## src/rtl/br_eval_pkg.sv

```systemverilog
package br_eval_pkg;

  typedef enum logic [2:0] {
    COND_Z_CLR  = 3'd0,
    COND_Z_SET  = 3'd1,
    COND_C_CLR  = 3'd2,
    COND_C_SET  = 3'd3,
    COND_N_SET  = 3'd4,
    COND_GE     = 3'd5,
    COND_LT     = 3'd6,
    COND_ALWAYS = 3'd7
  } cond_e;

  typedef struct packed {
    logic c;
    logic z;
    logic n;
    logic v;
  } flags_t;

  // Whether one condition code is met by a set of flags.
  function automatic logic cond_met(input cond_e code, input flags_t f);
    logic r;
    unique case (code)
      COND_Z_CLR:  r = ~f.z;
      COND_Z_SET:  r = f.z;
      COND_C_CLR:  r = ~f.c;
      COND_C_SET:  r = f.c;
      COND_N_SET:  r = f.n;
      COND_GE:     r = ~(f.n ^ f.v);
      COND_LT:     r = f.n ^ f.v;
      default:     r = 1'b1;
    endcase
    return r;
  endfunction

endpackage

```

## src/rtl/br_decode.sv

```systemverilog
module br_decode #(
  parameter int INSTR_W   = 16,
  parameter int CLASS_W   = 3,
  parameter logic [CLASS_W-1:0] CLASS_VAL = 3'b001,
  parameter int CC_W      = 3,
  parameter int OFF_W     = 10
) (
  input  logic [INSTR_W-1:0] instr,
  output logic               is_jump,
  output br_eval_pkg::cond_e cc,
  output logic [OFF_W-1:0]   off
);
  localparam int CLASS_LSB = INSTR_W - CLASS_W;
  localparam int CC_LSB    = OFF_W;

  // Jump class sits in the top bits
  assign is_jump = (instr[CLASS_LSB +: CLASS_W] == CLASS_VAL);
  // Condition code just above the displacement
  assign cc      = br_eval_pkg::cond_e'(instr[CC_LSB +: CC_W]);
  assign off     = instr[OFF_W-1:0];
endmodule

```

## src/rtl/br_flag_pick.sv

```systemverilog
module br_flag_pick #(
  parameter int STAT_W = 16,
  parameter int C_POS  = 0,
  parameter int Z_POS  = 1,
  parameter int N_POS  = 2,
  parameter int V_POS  = 8
) (
  input  logic [STAT_W-1:0]   status,
  output br_eval_pkg::flags_t flags
);
  // Only these four positions are read
  assign flags.c = status[C_POS];
  assign flags.z = status[Z_POS];
  assign flags.n = status[N_POS];
  assign flags.v = status[V_POS];
endmodule

```

## src/rtl/br_cond.sv

```systemverilog
module br_cond #(
  parameter int CC_W = 3
) (
  input  logic                is_jump,
  input  br_eval_pkg::cond_e  cc,
  input  br_eval_pkg::flags_t flags,
  output logic                take
);
  import br_eval_pkg::*;
  localparam int NUM_COND = 1 << CC_W;

  logic [NUM_COND-1:0] hit;

  for (genvar g = 0; g < NUM_COND; g++) begin : g_cond
    localparam logic [CC_W-1:0] CODE = CC_W'(g);
    assign hit[g] = cond_met(cond_e'(CODE), flags);
  end

  assign take = is_jump & hit[cc];

  // Exactly one of the signed-compare tests holds for any flags
  always_comb begin
    AST_SIGNED_PAIR: assert (hit[COND_GE] != hit[COND_LT]);
    AST_ZERO_PAIR: assert (hit[COND_Z_CLR] != hit[COND_Z_SET]);
  end
endmodule

```

## src/rtl/br_target.sv

```systemverilog
module br_target #(
  parameter int PC_W  = 16,
  parameter int OFF_W = 10
) (
  input  logic [PC_W-1:0]  pc_inc,
  input  logic [OFF_W-1:0] off,
  output logic [PC_W-1:0]  target
);
  localparam int EXT_W = PC_W - OFF_W;

  // Word displacement to a byte step, sign-extended to PC width
  function automatic logic [PC_W-1:0] byte_step(input logic [OFF_W-1:0] o);
    logic [PC_W-1:0] ext;
    ext = {{EXT_W{o[OFF_W-1]}}, o};
    return ext << 1;
  endfunction

  // Addition wraps at PC width
  assign target = pc_inc + byte_step(off);
endmodule

```

## src/rtl/br_eval_unit.sv

```systemverilog
module br_eval_unit #(
  parameter int PC_W   = 16,
  parameter int OFF_W  = 10,
  parameter int CC_W   = 3,
  parameter int CLASS_W = 3
) (
  input  logic            clk,
  input  logic            rst,
  input  logic            in_valid,
  input  logic [PC_W-1:0] instr,
  input  logic [PC_W-1:0] pc_inc,
  input  logic [PC_W-1:0] status,
  output logic            out_valid,
  output logic            is_jump,
  output logic            taken,
  output logic [PC_W-1:0] next_pc
);
  import br_eval_pkg::*;

  logic             dec_jump;
  cond_e            dec_cc;
  logic [OFF_W-1:0] dec_off;
  flags_t           cur_flags;
  logic             take_now;
  logic [PC_W-1:0]  jump_target;
  logic [PC_W-1:0]  pc_choice;

  br_decode #(
    .INSTR_W(PC_W), .CLASS_W(CLASS_W), .CLASS_VAL(CLASS_W'(1)),
    .CC_W(CC_W), .OFF_W(OFF_W)
  ) decode_i (
    .instr(instr), .is_jump(dec_jump), .cc(dec_cc), .off(dec_off)
  );

  br_flag_pick #(.STAT_W(PC_W)) flags_i (
    .status(status), .flags(cur_flags)
  );

  br_cond #(.CC_W(CC_W)) cond_i (
    .is_jump(dec_jump), .cc(dec_cc), .flags(cur_flags), .take(take_now)
  );

  br_target #(.PC_W(PC_W), .OFF_W(OFF_W)) target_i (
    .pc_inc(pc_inc), .off(dec_off), .target(jump_target)
  );

  // Untaken or non-jump words continue in sequence
  assign pc_choice = take_now ? jump_target : pc_inc;

  always_ff @(posedge clk) begin
    if (rst) begin
      out_valid <= 1'b0;
      is_jump   <= 1'b0;
      taken     <= 1'b0;
      next_pc   <= '0;
    end else begin
      out_valid <= in_valid;
      if (in_valid) begin
        is_jump <= dec_jump;
        taken   <= take_now;
        next_pc <= pc_choice;
      end else begin
        is_jump <= 1'b0;
        taken   <= 1'b0;
      end
    end
  end

  AST_VALID_LATENCY: assert property (@(posedge clk) disable iff (rst)
    in_valid |=> out_valid);
  AST_TAKEN_IS_JUMP: assert property (@(posedge clk) disable iff (rst)
    taken |-> (is_jump && out_valid));
  AST_IDLE_QUIET: assert property (@(posedge clk) disable iff (rst)
    !in_valid |=> (!is_jump && !taken && !out_valid));
  AST_IDLE_HOLD: assert property (@(posedge clk) disable iff (rst)
    (!in_valid && !$past(rst)) |=> $stable(next_pc));
  AST_SEQ_PC: assert property (@(posedge clk) disable iff (rst)
    (in_valid && !take_now) |=> (next_pc == $past(pc_inc)));
  AST_ALWAYS_TAKES: assert property (@(posedge clk) disable iff (rst)
    (in_valid && dec_jump && dec_cc == COND_ALWAYS) |=> taken);
  AST_EVEN_STEP: assert property (@(posedge clk) disable iff (rst)
    (in_valid && take_now) |=> (next_pc[0] == $past(pc_inc[0])));
endmodule

```

## config.mk

```make
export PLATFORM = sky130hd
export DESIGN_NAME = br_eval_unit
export DESIGN_NICKNAME = d
export VERILOG_FILES = /design/src/rtl/br_eval_pkg.sv /design/src/rtl/br_decode.sv /design/src/rtl/br_flag_pick.sv /design/src/rtl/br_cond.sv /design/src/rtl/br_target.sv /design/src/rtl/br_eval_unit.sv
export SDC_FILE = /design/constraint.sdc
export NUM_CORES = 1
export LEC_CHECK = 0
export BUFFER_PORTS_ARGS = -buffer_cell sky130_fd_sc_hd__buf_4
export CAP_MARGIN = 20
export CORE_MARGIN = 3
export CORE_UTILIZATION = 47
export CTS_CLUSTER_DIAMETER = 100
export DETAILED_ROUTE_END_ITERATION = 16
export PLACE_DENSITY = 0.8
export RECOVER_POWER = 50
export SYNTH_ARGS = -nofsm -noshare
export SYNTH_HDL_FRONTEND = slang
export SYNTH_SLANG_ARGS = --single-unit
export TNS_END_PERCENT = 100
```

## constraint.sdc

```tcl
create_clock -name clk -period 2.25 [get_ports clk]
set_input_delay 0.1125 -clock clk [delete_from_list [all_inputs] [get_ports clk]]
set_output_delay 0.1125 -clock clk [all_outputs]
set_load 0.02 [all_outputs]
```

==> summary.txt <==
Status -> finished clean
First-pass GRT wire length -> 7040 um
CORE AREA -> 3130 um^2
Final instance area -> 2000 um^2
Crit path top cell by count -> a211o_1
Buf/Inv on CP -> 2
Via density -> 5.58
TritonCTS clock tree -> yes
Worst-margin pin slew -> 1.35 ns
Critical-path maximum fanout -> 3
DRC Markers -> 0
Total Wirelength -> 4150 um
Total setup buffers inserted after CTS -> 0
RSZ-0062 raised after global routing -> false
Congestion Overflow GR -> 0
Fmax -> 516 MHz
H-tree level count -> 1
Slew Limit Fails -> 0
GR Util All Layers -> 21.0%
EDFF count, synth -> 0
CP endpoint kind -> flop
Syn Nets -> 268
# rows -> 20
Most used flip-flop cell after synthesis -> dfxtp_1
Post-CTS Hold Buffers -> 0
Most frequent cells in the layout -> 45 x buf_4, 27 x nor2_1, 25 x nand2_1, 19 x dfxtp_1, 17 x clkbuf_1
N_diodes -> 0
Worst Reg2Reg Path Length in Cells -> 3
Worst clock skew -> 0 ns
Die area -> 4070 um^2
Crit path max-delay cell type -> fa_1
Final hold vios -> 0
FFs w/ async S/R, synth -> 0%
Relative slew slack -> 9.69%
Layout filler cell count -> 313
Die Span Y -> 63.8 um
Cts repair resizes -> 0
CTS Buffer Depth -> 2
Starting Density -> 50.2%
Clk_lat worst skew -> 0.31 ns
Pwr/cell area -> 461 nW/um^2
Vias in the first global route -> 1593
CP Cell Sequence -> buf_4, ha_1, inv_1, fa_1, nand2b_1, a211o_1, a31oi_2, o21bai_1, a211o_1, a311oi_1
Synth Area per Inst -> 7.77 um^2
Hold Slack -> 0.0408 ns
Die extent in x -> 63.8 um
P_leak -> 0.000888 uW
TritonCTS Sinks -> 19
Most common cell after layout, fill and taps aside -> buf_4
Clock-pin slew on the worst setup and hold paths -> 0.12 ns
Power Total -> 924 uW
Post-DP HPWL -> 3260 um
DRT iter0 DRCs -> 67
Final GP Congestion -> 0.847
Post-route ant nets -> 0
Setup tns final -> 0 ns
Initial DRT Pass Iterations -> 4
Min Tclk post-route -> 1.94 ns
CP arrival -> 2.17 ns
Number of cells on the critical path -> 10
CP Class -> primary input to flop
Ports -> 70
Worst path required time -> 2.48 ns
Final worst setup slack -> 0.312 ns
VDD IR max -> 0.233 mV
CP delay by family, top -> compound AO/OA/AOI/OAI gates
Yosys warnings -> 0
Post-place setup slack -> 0.00286 ns
Via count -> 1696
Clk root buf -> clkbuf_4
PortBufs -> 57
Dpl cell area -> 2040 um^2
WHS Path Cells -> 3
Maximum capacitance violations -> 0
Largest net degree at the start of global routing -> 33
Mapped cell area -> 1570 um^2
Fin crit share -> 86.1%
Area growth from synthesis to layout -> 27.6%
Share of layout cells above drive strength 1 -> 22.3%
CP startpoint kind -> primary input
Setup violators final -> 0
Synth cell types -> 48
Worst min path class -> primary input to flop
CTS buffer count -> 3
Seq/Total Area, Yosys -> 24.2%
WL per Instance -> 13.6 um
Initial antenna violation count -> 0
Gate Count Post-Synth -> 202
Final nets -> 327
Yosys reg bits -> 19
Worst stage delay on the critical path -> 0.38 ns
## sequential cells by signal (all words and copies together) (netlist names)
register and cells:
next_pc 16, taken 1, is_jump 1, out_valid 1
## cells by family after synthesis
kind of cell | share of synthesized area [%]
and+or+nand+nor | 27.1
AOI/OAI and AO/OA | 25.7
DFF | 24.2
adders and majority gates | 12.4
buffers and inverters | 4.62
xor gates and xnor gates | 3.90
muxes | 1.99
## synth_stat cells, types with 2 or more instances
master    number  area [um^2]
a311oi_1      10         87.6
mux2i_1        2         20.0
a21o_1         3         22.5
nor3_1         7         35.0
dfxtp_1       19          380
o21bai_1       2         15.0
a211o_1        4         35.0
nand3b_1       2         15.0
nor3b_1        2         15.0
nor2_1        27          101
nand2b_1       5         31.3
nand4_1        2         12.5
o211ai_1       2         15.0
or3_1          3         18.8
xor2_1         3         26.3
a21oi_1       13         65.1
ha_1          14          175
buf_6          2         22.5
nand2_1       25         93.8
xnor2_1        4         35.0
o21ai_0        8         40.0
inv_1          6         22.5
clkbuf_1       4         15.0
nand3_1        6         30.0
o21a_1         2         15.0
a211oi_1       3         22.5
## report_power, final
group | internal [uW] | switching, uW | leakage [uW]
combinational | 166 | 205 | 0.000713
clock | 66.4 | 118 | 0.0000177
sequential | 359 | 10.4 | 0.000157
## worst reg2reg max path, delay by kind of cell (launching register included)
kind             cells  cell delay (ns)
AND/OR/NAND/NOR      1             0.12
flip-flops           1             0.33
AO/OA/AOI/OAI        2             0.31
## area by class of cell
class / instances / area (um^2) / area share (%)
inverter: 6 / 22.5 / 1.12
tap: 44 / 55.1 / 2.75
multi-input combinational: 169 / 1120 / 55.7
sequential: 19 / 380 / 19.0
clock inverter: 1 / 5.00 / 0.250
timing repair buffer: 62 / 402 / 20.0
clock buffer: 3 / 22.5 / 1.12
## through the flow
step / utilization (%) / cells
3_5_place_dp: 65.2 / 300
2_1_floorplan: - / 202
3_3_place_gp: 65.2 / 300
5_1_grt: 64.1 / 304
6_report: 64.1 / 304
4_1_cts: 66.1 / 304
## worst paths after layout
kind | endpoint | start | slack, ns
worst max-delay path | next_pc[13]$_SDFFE_PP0P_ | pc_inc[1] | 0.31
worst min-delay path | next_pc[0]$_SDFFE_PP0P_ | pc_inc[0] | 0.04
worst max register to register | next_pc[15]$_SDFFE_PP0P_ | next_pc[15]$_SDFFE_PP0P_ | 1.38
worst min register to register | next_pc[5]$_SDFFE_PP0P_ | next_pc[5]$_SDFFE_PP0P_ | 0.49
## layer usage
metal  part of all wire [%]  wire length, um  track usage, %
met1                     47             1950            27.4
met2                     49             2030            36.0
met3                    2.8              115            1.76
met4                    1.4               56            7.28
met5                      0                0               0
Note: power is estimated with default switching activity, not from simulation.
